<file path="src/rtl/crq_pkg.sv">
package crq_pkg;
  typedef enum logic {ST_IDLE = 1'b0, ST_BUSY = 1'b1} crq_state_e;
endpackage

</file>
<file path="src/rtl/crq_pend_store.sv">
module crq_pend_store #(
  parameter int NUM_SRC = 5,
  parameter int NUM_CH  = 8,
  parameter int CNT_W   = 2,
  localparam int CH_W   = $clog2(NUM_CH),
  localparam int SRC_W  = $clog2(NUM_SRC + 1)
) (
  input  logic                      clk,
  input  logic                      rst,
  input  logic [NUM_SRC*NUM_CH-1:0] set_i,
  input  logic                      dec_en_i,
  input  logic [SRC_W-1:0]          dec_src_i,
  input  logic [CH_W-1:0]           dec_ch_i,
  output logic [NUM_SRC-1:0]        any_o,
  output logic [NUM_SRC*CH_W-1:0]   first_ch_o
);
  localparam int NSLOT = NUM_SRC * NUM_CH;
  localparam logic [CNT_W-1:0] CNT_MAX = {CNT_W{1'b1}};

  logic [CNT_W-1:0] cnt_q [NSLOT];

  for (genvar s = 0; s < NUM_SRC; s++) begin : g_src
    for (genvar c = 0; c < NUM_CH; c++) begin : g_ch
      localparam int IDX = s * NUM_CH + c;
      logic inc, dec;
      assign inc = set_i[IDX];
      assign dec = dec_en_i && (dec_src_i == SRC_W'(s)) && (dec_ch_i == CH_W'(c));
      always_ff @(posedge clk) begin
        if (rst) begin
          cnt_q[IDX] <= '0;
        end else if (inc && !dec && cnt_q[IDX] != CNT_MAX) begin
          cnt_q[IDX] <= cnt_q[IDX] + 1'b1;
        end else if (dec && !inc && cnt_q[IDX] != '0) begin
          cnt_q[IDX] <= cnt_q[IDX] - 1'b1;
        end
      end
    end

    always_comb begin
      any_o[s] = 1'b0;
      first_ch_o[s*CH_W +: CH_W] = '0;
      for (int c = NUM_CH - 1; c >= 0; c--) begin
        if (cnt_q[s*NUM_CH + c] != '0) begin
          any_o[s] = 1'b1;
          first_ch_o[s*CH_W +: CH_W] = CH_W'(c);
        end
      end
    end
  end
endmodule

</file>
<file path="src/rtl/crq_lock_flag.sv">
module crq_lock_flag #(
  parameter int TMR_W = 12
) (
  input  logic             clk,
  input  logic             rst,
  input  logic             en_i,
  input  logic [TMR_W-1:0] val_i,
  input  logic [TMR_W-1:0] bnd_i,
  output logic             lock_o
);
  always_ff @(posedge clk) begin
    if (rst) lock_o <= 1'b0;
    else     lock_o <= en_i && (val_i <= bnd_i);
  end
endmodule

</file>
<file path="src/rtl/crq_level_pick.sv">
module crq_level_pick #(
  parameter int NUM_SRC = 5,
  parameter int LVL_W   = 2,
  localparam int SRC_W  = $clog2(NUM_SRC + 1)
) (
  input  logic [NUM_SRC-1:0]       part_i,
  input  logic [NUM_SRC*LVL_W-1:0] lvl_i,
  output logic                     found_o,
  output logic [SRC_W-1:0]         win_o
);
  logic [LVL_W-1:0] best;
  always_comb begin
    found_o = 1'b0;
    win_o   = '0;
    best    = '0;
    for (int i = 0; i < NUM_SRC; i++) begin
      if (part_i[i] && (!found_o || lvl_i[i*LVL_W +: LVL_W] > best)) begin
        found_o = 1'b1;
        win_o   = SRC_W'(i);
        best    = lvl_i[i*LVL_W +: LVL_W];
      end
    end
  end
endmodule

</file>
<file path="src/rtl/crq_arbiter.sv">
module crq_arbiter
  import crq_pkg::*;
#(
  parameter int NUM_SRC = 5,
  parameter int TMR_POS = 2,
  parameter int NUM_CH  = 8,
  parameter int LVL_W   = 2,
  parameter int CNT_W   = 2,
  parameter int TMR_W   = 12,
  localparam int CH_W   = $clog2(NUM_CH),
  localparam int SRC_W  = $clog2(NUM_SRC + 1)
) (
  input  logic                      clk,
  input  logic                      rst,
  input  logic [NUM_SRC*NUM_CH-1:0] req_set_i,
  input  logic [NUM_SRC*LVL_W-1:0]  src_lvl_i,
  input  logic                      lock_en_i,
  input  logic [TMR_W-1:0]          tmr_val_i,
  input  logic [TMR_W-1:0]          lock_bnd_i,
  input  logic                      inj_req_i,
  input  logic [CH_W-1:0]           inj_ch_i,
  input  logic                      inj_cancel_i,
  input  logic                      conv_done_i,
  output logic                      start_o,
  output logic [SRC_W-1:0]          win_src_o,
  output logic [CH_W-1:0]           win_ch_o
);
  localparam logic [SRC_W-1:0] INJ_CODE = SRC_W'(NUM_SRC);

  crq_state_e             state_q;
  logic                   inj_q, srv_inj_q;
  logic [CH_W-1:0]        inj_ch_q;
  logic [NUM_SRC-1:0]     any_w, part_w;
  logic [NUM_SRC*CH_W-1:0] first_ch_w;
  logic                   lock_q, found_w, win_pend_w, dec_en_w, busy_w, tmr_any_w;
  logic [SRC_W-1:0]       win_w;
  logic [CH_W-1:0]        win_ch_w;

  assign busy_w   = (state_q == ST_BUSY);
  assign dec_en_w = busy_w && conv_done_i && !srv_inj_q;
  assign tmr_any_w = any_w[TMR_POS];

  crq_pend_store #(.NUM_SRC(NUM_SRC), .NUM_CH(NUM_CH), .CNT_W(CNT_W)) store_i (
    .clk(clk), .rst(rst), .set_i(req_set_i),
    .dec_en_i(dec_en_w), .dec_src_i(win_src_o), .dec_ch_i(win_ch_o),
    .any_o(any_w), .first_ch_o(first_ch_w)
  );

  crq_lock_flag #(.TMR_W(TMR_W)) lock_i (
    .clk(clk), .rst(rst), .en_i(lock_en_i),
    .val_i(tmr_val_i), .bnd_i(lock_bnd_i), .lock_o(lock_q)
  );

  for (genvar s = 0; s < NUM_SRC; s++) begin : g_part
    if (s == TMR_POS) begin : g_tmr
      assign part_w[s] = any_w[s] | lock_q;
    end else begin : g_reg
      assign part_w[s] = any_w[s];
    end
  end

  crq_level_pick #(.NUM_SRC(NUM_SRC), .LVL_W(LVL_W)) pick_i (
    .part_i(part_w), .lvl_i(src_lvl_i), .found_o(found_w), .win_o(win_w)
  );

  always_comb begin
    win_pend_w = 1'b0;
    win_ch_w   = '0;
    for (int i = 0; i < NUM_SRC; i++) begin
      if (win_w == SRC_W'(i)) begin
        win_pend_w = any_w[i];
        win_ch_w   = first_ch_w[i*CH_W +: CH_W];
      end
    end
  end

  always_ff @(posedge clk) begin
    if (rst) begin
      inj_q    <= 1'b0;
      inj_ch_q <= '0;
    end else if (inj_cancel_i) begin
      inj_q <= 1'b0;
    end else if (inj_req_i) begin
      inj_q    <= 1'b1;
      inj_ch_q <= inj_ch_i;
    end else if (busy_w && conv_done_i && srv_inj_q) begin
      inj_q <= 1'b0;
    end
  end

  always_ff @(posedge clk) begin
    if (rst) begin
      state_q   <= ST_IDLE;
      srv_inj_q <= 1'b0;
      start_o   <= 1'b0;
      win_src_o <= '0;
      win_ch_o  <= '0;
    end else begin
      start_o <= 1'b0;
      case (state_q)
        ST_IDLE: begin
          if (inj_q && !inj_cancel_i) begin
            start_o   <= 1'b1;
            win_src_o <= INJ_CODE;
            win_ch_o  <= inj_ch_q;
            srv_inj_q <= 1'b1;
            state_q   <= ST_BUSY;
          end else if (found_w && win_pend_w) begin
            start_o   <= 1'b1;
            win_src_o <= win_w;
            win_ch_o  <= win_ch_w;
            srv_inj_q <= 1'b0;
            state_q   <= ST_BUSY;
          end
        end
        default: begin
          if (conv_done_i) state_q <= ST_IDLE;
        end
      endcase
    end
  end
endmodule

</file>
<file path="config.mk">
export PLATFORM = sky130hd
export DESIGN_NAME = crq_arbiter
export DESIGN_NICKNAME = d
export VERILOG_FILES = /design/src/rtl/crq_pkg.sv /design/src/rtl/crq_pend_store.sv /design/src/rtl/crq_lock_flag.sv /design/src/rtl/crq_level_pick.sv /design/src/rtl/crq_arbiter.sv
export SDC_FILE = /design/constraint.sdc
export NUM_CORES = 1
export LEC_CHECK = 0
export ABC_AREA = 1
export CAP_MARGIN = 40
export CORE_AREA = 2 2 157 159
export DETAILED_ROUTE_END_ITERATION = 10
export DIE_AREA = 0 0 159 161
export SETUP_SLACK_MARGIN = 0.4
export SYNTH_ARGS = -nofsm -noshare
export SYNTH_HDL_FRONTEND = slang
export SYNTH_SLANG_ARGS = --single-unit
</file>
<file path="constraint.sdc">
create_clock -name clk -period 6.9 [get_ports clk]
set_input_delay 1.38 -clock clk [delete_from_list [all_inputs] [get_ports clk]]
set_output_delay 1.38 -clock clk [all_outputs]
set_load 0.02 [all_outputs]
</file>
* Word level (Yosys, flattened, before mapping)
Memory sizes are Yosys's and may differ from the RTL's.
Index checks and enable logic that the tools add are counted.
** Storage, ports and cells
- Memories :: 1
- Flip-flop bits (word level) :: 14
- Logic and storage cells :: 1063
- Input bits :: 83
- RAM bits :: 80
** Memory list
- store_i.cnt_q :: words 40, bits a word 2, read ports 40, clocked after memory_dff 0, write ports 40, line crq_pend_store.sv:20 : logic [CNT_W-1:0] cnt_q [NSLOT];
** Operators by class
- Reductions and logical operators :: 354
- Bitwise logic cells :: 83
- Equal/unequal tests :: 55
- Magnitude comparators :: 5
- Muxes and demuxes :: 477
- Add/subtract/negate cells :: 80
** Operator list (number)
- $mux W1 :: 341
- $logic_and A1 B1 Y1 :: 215
- $mux W2 :: 86
- $mux W3 :: 50
- $logic_not A1 Y1 :: 86
- $reduce_bool A2 Y1 :: 42
- $or A1 B1 Y1 :: 81
- $add A2 B1 Y2 const B :: 40
- $ne A2 B2 Y1 const B :: 40
- $sub A2 B1 Y2 const B :: 40
- $eq A3 B2 Y1 const B :: 6
- $eq A3 B3 Y1 const B :: 6
- $le A12 B12 Y1 :: 1
- $eq A3 B1 Y1 const B :: 3
- $logic_not A3 Y1 :: 3
- $gt A2 B2 Y1 :: 4
- $logic_or A1 B1 Y1 :: 4
- $reduce_and A2 Y1 :: 2
- $reduce_or A2 Y1 :: 2
- $not A1 Y1 :: 2

* Depth between registers and ports, before layout
An unclocked memory read counts as a cell.
- Word-level depth :: 37
- Gate-level depth with buffers :: 48
- Depth with buffers taken out :: 48

* By module
From an unflattened synthesis, not the netlist that was laid out.
** Unflattened totals
- Cell total of the unflattened synthesis :: 1249
- Area total of the unflattened synthesis :: 8822.2 sq um
** Modules (own cells, without submodules)
- crq_pend_store :: cells each 1004, area an instance 7235.7 sq um, instances 1, seq. area each 2402.3 sq um
- crq_arbiter :: cells each 115, area an instance 785.8 sq um, instances 1, seq. area each 260.2 sq um
- crq_lock_flag :: cells each 61, area an instance 405.4 sq um, instances 1, seq. area each 20.0 sq um
- crq_level_pick :: cells each 69, area an instance 395.4 sq um, instances 1, seq. area each 0.0 sq um

* Worst setup path before layout
Ideal clock, no wire load.
- Kind :: input-to-reg
- Start :: input port src_lvl_i[0]
- End :: register win_ch_o[0]
- Stages :: 40
- Setup time :: 0.114 ns
- Arrival time :: 5.430 ns
- Required time :: 6.786 ns
- Setup slack :: 1.356 ns
- Path through :: a21boi_0 ha_1 nand2_1 o21ai_0 nand2_1 nand2_1 nand2_1 o21ai_0 ha_1 nand2_1 nand2_1 nand2_1 o21ai_2 nand2_4 o21ai_0 ha_1 inv_1 nor2_1 [... 4 more ...] o21ai_0 ha_1 inv_1 nor2_1 o21ai_0 nand2_2 nand2_2 nand2_2 nor2_2 nand3_1 nand2_1 nand2_1 nand2_2 nand2_4 nand2_4 nand2_1 nand2_1 nor2_2
** Between the ends
- Longest elaborated chain between the ends :: 26
- Elaborated cells between the ends (all ways) :: 47
** RTL lines
- start: declaration :: line crq_arbiter.sv:16 : input logic [NUM_SRC*LVL_W-1:0] src_lvl_i,
- $mux W2 (*) :: line crq_level_pick.sv:17 : if (part_i[i] && (!found_o || lvl_i[i*LVL_W +: LVL_W] > best)) begin
- $gt A2 B2 Y1 :: line crq_level_pick.sv:17
- $logic_or A1 B1 Y1 :: line crq_level_pick.sv:17
- $logic_and A1 B1 Y1 :: line crq_level_pick.sv:17
- $mux W2 / $mux W1 (equally long branches) :: line crq_level_pick.sv:17
- $gt A2 B2 Y1 / $logic_not A1 Y1 (equally long branches) :: line crq_level_pick.sv:17
- $logic_or A1 B1 Y1 :: line crq_level_pick.sv:17
- $logic_and A1 B1 Y1 :: line crq_level_pick.sv:17
- [... 6 more ...]
- $logic_or A1 B1 Y1 :: line crq_level_pick.sv:17
- $logic_and A1 B1 Y1 :: line crq_level_pick.sv:17
- $mux W3 :: line crq_level_pick.sv:17
- $logic_not A3 Y1 :: line crq_arbiter.sv:70 : if (win_w == SRC_W'(i)) begin
- $mux W1 (5 in series) :: line crq_arbiter.sv:70
- $logic_and A1 B1 Y1 :: line crq_arbiter.sv:108 : end else if (found_w && win_pend_w) begin
- $reduce_bool A2 Y1 (no source line)
- $reduce_and A2 Y1 (no source line)
- end signal: assignment :: line crq_arbiter.sv:105 : win_ch_o <= inj_ch_q;
- end signal: assignment :: line crq_arbiter.sv:111 : win_ch_o <= win_ch_w;
- end: declaration :: line crq_arbiter.sv:26 : output logic [CH_W-1:0] win_ch_o
Mark *: on every way between the ends. The rest lies on a longest branch, timed or not. The select of a mux whose other input is x is not followed.
A chain may end at the register's enable or synchronous reset.

* Worst setup path after layout
- Start :: input port src_lvl_i[1]
- End :: register win_ch_o[1]
The elaborated chain is that of the path after synthesis.

==> impl_metrics.prom <==
# TYPE chip_impl_metric gauge
chip_impl_info{name="status",value="finished clean"} 1
chip_impl_metric{name="max_freq",unit="MHz"} 169
chip_impl_metric{name="worstPathRequired",unit="ns"} 7.16
chip_impl_metric{name="post_route_cells_drive_above_1_share",unit=""} 0.0589
chip_impl_metric{name="synth.yosys.warnings",unit=""} 0
chip_impl_info{name="worst_r2r_startpoint",value="store_i.cnt_q[0][2]"} 1
chip_impl_info{name="clk_root_buffer_cell",value="clkbuf_16"} 1
chip_impl_info{name="crit_path_end_kind",value="flip-flop"} 1
chip_impl_metric{name="cts_max_level",unit=""} 3
chip_impl_metric{name="register_clock_pin_slew_on_the_reported_worst_setup_and_hold_paths",unit="ns"} 0.07
chip_impl_metric{name="filler_cells",unit=""} 2508
chip_impl_metric{name="ff2ff_setup_slack",unit="ns"} 1.47
chip_impl_metric{name="fp.dieArea",unit="sq um"} 25600
chip_impl_info{name="yosys-top-cells-area",value="edfxtp_1 (31%), ha_1 (16%), inv_1 (12%)"} 1
chip_impl_info{name="mostFrequentLayoutCell",value="inv_1"} 1
chip_impl_metric{name="slowest_delay",unit="ns"} 0.52
chip_impl_info{name="hold-path-endpoint",value="inj_ch_q[2]"} 1
chip_impl_metric{name="register_area",unit="sq um"} 2680
chip_impl_info{name="timing.hold.worst.class",value="flip-flop to flip-flop"} 1
chip_impl_info{name="tritoncts_clock_tree",value="done"} 1
chip_impl_metric{name="synth_enable_flop_cells",unit=""} 80
chip_impl_metric{name="area_inside_the_core_boundary",unit="sq um"} 24000
chip_impl_metric{name="synth.lib_cells_used.distinct",unit=""} 37
chip_impl_info{name="synth_largest_area_cell",value="edfxtp_1"} 1
chip_impl_metric{name="final_period_minus_worst_setup_slack",unit="ns"} 5.93
chip_impl_metric{name="placement_rows",unit=""} 57
chip_impl_metric{name="report.power.total",unit="mW"} 2.08
chip_impl_metric{name="ys_seq_elements",unit=""} 94
chip_impl_metric{name="die_h",unit="um"} 161
chip_impl_metric{name="drc",unit=""} 0
chip_impl_metric{name="die_w",unit="um"} 159
chip_impl_metric{name="hold_violations",unit=""} 0
chip_impl_info{name="library_cell_appearing_most_often_on_the_critical_path",value="nand2_1"} 1
chip_impl_metric{name="drt.antenna.violating_nets",unit=""} 0
chip_impl_metric{name="avgSynthCellArea",unit="sq um"} 7.42
chip_impl_metric{name="via_per_inst",unit=""} 4.70
chip_impl_metric{name="drt_first_pass_iters",unit=""} 5
chip_impl_metric{name="diodes",unit=""} 0
chip_impl_metric{name="ctsLongestPathBuffers",unit=""} 2
chip_impl_metric{name="finalCritPeriodShare",unit=""} 0.860
chip_impl_info{name="criticalPathCategory",value="input pin to flip-flop"} 1
chip_impl_info{name="rsz0062_at_grt",value="no"} 1
chip_impl_info{name="hold_startpoint",value="inj_ch_q[2]"} 1
chip_impl_metric{name="slew_headroom",unit=""} 0.486
chip_impl_metric{name="post_synth_inst_count",unit=""} 1043
chip_impl_metric{name="dp.final_hpwl",unit="mm"} 14.9
chip_impl_metric{name="number_of_cells_on_the_worst_hold_path",unit=""} 2
chip_impl_info{name="post_synth_top_flop",value="edfxtp_1"} 1
chip_impl_metric{name="overflow",unit=""} 0
chip_impl_metric{name="syn-num-nets",unit=""} 1224
chip_impl_metric{name="worst_slew_pin_slew",unit="ns"} 0.770
chip_impl_metric{name="holdWs",unit="ns"} 0.463
chip_impl_metric{name="post_dp_cell_area",unit="sq um"} 8990
chip_impl_metric{name="number_of_buffers_created_by_cts",unit=""} 9
chip_impl_metric{name="clk-insertion-delay-late",unit="ns"} 0.36
chip_impl_metric{name="grt_start_max_net_pins",unit=""} 38
chip_impl_metric{name="seq_area_frac_synth",unit=""} 0.346
chip_impl_metric{name="cp_data_arrival_time",unit="ns"} 6.19
chip_impl_metric{name="nNetsFinal",unit=""} 1314
chip_impl_metric{name="post_synthesis_cell_area",unit="sq um"} 7740
chip_impl_info{name="commonest_non_fill_non_tap_cells_in_the_layout",value="inv_1 (245), nand2_1 (143), nor2_1 (111)"} 1
chip_impl_metric{name="critPathMaxFanout",unit=""} 10
chip_impl_metric{name="drv.max_cap_violation_count",unit=""} 0
chip_impl_metric{name="area_growth_syn_to_layout",unit="%"} 20.8
chip_impl_info{name="crit_slowest_cell",value="clkdlybuf4s50_1"} 1
chip_impl_metric{name="finalSetupTns",unit="ns"} 0
chip_impl_info{name="setup.worst_path.start_class",value="input pin"} 1
chip_impl_metric{name="routed-via-count",unit=""} 6873
chip_impl_info{name="r2r_end",value="win_ch_o[1]"} 1
chip_impl_metric{name="drt_first_iter_violations",unit=""} 314
chip_impl_metric{name="io-pin-count",unit=""} 90
chip_impl_metric{name="ff2ff_path_depth",unit=""} 47
chip_impl_metric{name="grt_pass1_vias",unit=""} 6708
chip_impl_metric{name="fin_skew",unit="ns"} 0.00826
chip_impl_metric{name="finalInstanceArea",unit="sq um"} 9360
chip_impl_metric{name="power.static_leakage",unit="nW"} 4.26
chip_impl_metric{name="clock_sinks",unit=""} 94
chip_impl_metric{name="postSynth.asyncResetShare",unit=""} 0
chip_impl_metric{name="starting_density",unit=""} 0.323
chip_impl_metric{name="finalMaxSlewViolations",unit=""} 0
chip_impl_metric{name="grt_first_pass_wirelength",unit="mm"} 31.5
chip_impl_metric{name="vdd.ir_drop.worst",unit="mV"} 0.0954
chip_impl_metric{name="globalplace.congestion",unit=""} 0.839
chip_impl_metric{name="finalWirelength",unit="mm"} 19.3
chip_impl_metric{name="number_of_antenna_violations_at_the_first_check_in_global_routing",unit=""} 0
chip_impl_metric{name="power_density",unit="nW/um^2"} 223
chip_impl_metric{name="wl_per_cell",unit="um"} 13.2
chip_impl_metric{name="place.port_buffers",unit=""} 89
chip_impl_metric{name="grt_use_total",unit=""} 0.153
chip_impl_metric{name="synth_top_area_frac",unit=""} 0.310
chip_impl_metric{name="report.final.setup_viol",unit=""} 0
chip_impl_metric{name="multi_input_comb_area",unit="sq um"} 4070
-- state kept, by name, summed over array words and instances, names as in the netlist --
register	flops
srv_inj_q	1
inj_ch_q	3
busy_w	1
start_o	1
store_i.cnt_q	80
lock_i.lock_o	1
win_src_o	3
inj_q	1
win_ch_o	3
-- repair_timing --
item	CTS	global route
setup buffers	0	3
endpoints found under the setup margin	3	9
hold buffers	0	0
pin swaps	0	1
gates resized for setup	1	9
hold endpoints to repair	0	0
-- report_power, final --
part	switching (mW)	internal, mW	total, mW
registers	0.0607	0.700	0.760
logic	0.476	0.299	0.775
clock network	0.225	0.323	0.548
-- metrics by stage --
step / utilization / setup WS, ns / cells
2_1_floorplan: - / 1.36 / 1043
3_3_place_gp: 0.375 / 0.153 / 1443
3_5_place_dp: 0.375 / 0.0480 / 1443
4_1_cts: 0.389 / 0.461 / 1459
5_1_grt: 0.390 / 0.433 / 1462
6_report: 0.390 / 0.969 / 1462
-- cells in the mapped netlist, drive strengths merged, types with 3 or more instances --
| library cell | count |
|---|---|
| inv | 250 |
| nand2 | 159 |
| nor2 | 122 |
| ha | 98 |
| edfxtp | 80 |
| o21ai | 64 |
| nand3 | 60 |
| a21oi | 59 |
| nor3 | 58 |
| nand4 | 28 |
| dfxtp | 14 |
| clkbuf | 12 |
| nor3b | 12 |
| or3b | 6 |
| buf | 4 |
| a21boi | 3 |
| a31oi | 3 |
-- worst max-delay path: cells and delay by family --
family,cells,cell delay (ns)
fa+ha+maj,4,1.10
simple gates,28,2.22
buf+inv,4,0.70
compound gates,7,0.80
-- how the worst max path moves through the flow --
stage	startpoint	to	slack, ns
global placement	src_lvl_i[0]	busy_w	0.15
global route	src_lvl_i[1]	win_ch_o[1]	0.43
CTS	src_lvl_i[0]	busy_w	0.46
floorplan	src_lvl_i[0]	win_ch_o[0]	1.36
detailed placement	src_lvl_i[0]	busy_w	0.05
finish	src_lvl_i[1]	win_ch_o[1]	0.97
-- layout make-up --
class,count,area share
Clock inverter,5,0.00562
Inverter,250,0.100
Timing Repair Buffer,95,0.0995
Multi-Input combinational cell,683,0.435
Clock buffer,11,0.0294
Sequential cell,94,0.287
Tap cell,324,0.0433
-- kinds of logic after synthesis --
| family | after synthesis | synth area share |
|---|---|---|
| AOI/OAI and AO/OA | 136 | 0.0927 |
| DFF | 94 | 0.346 |
| adders and majority gates | 98 | 0.158 |
| muxes | 1 | 0.00129 |
| buffers and inverters | 266 | 0.130 |
| and+or+nand+nor | 448 | 0.271 |
-- metal layers --
metal	vias to the layer above	track usage	share of wire
met1	3116	0.185	0.45
met4	0	0.0756	0.036
met3	36	0.0249	0.046
li1	3558	-	-
met5	-	0	0
met2	163	0.267	0.47
Note: power is estimated with default switching activity, not from simulation.
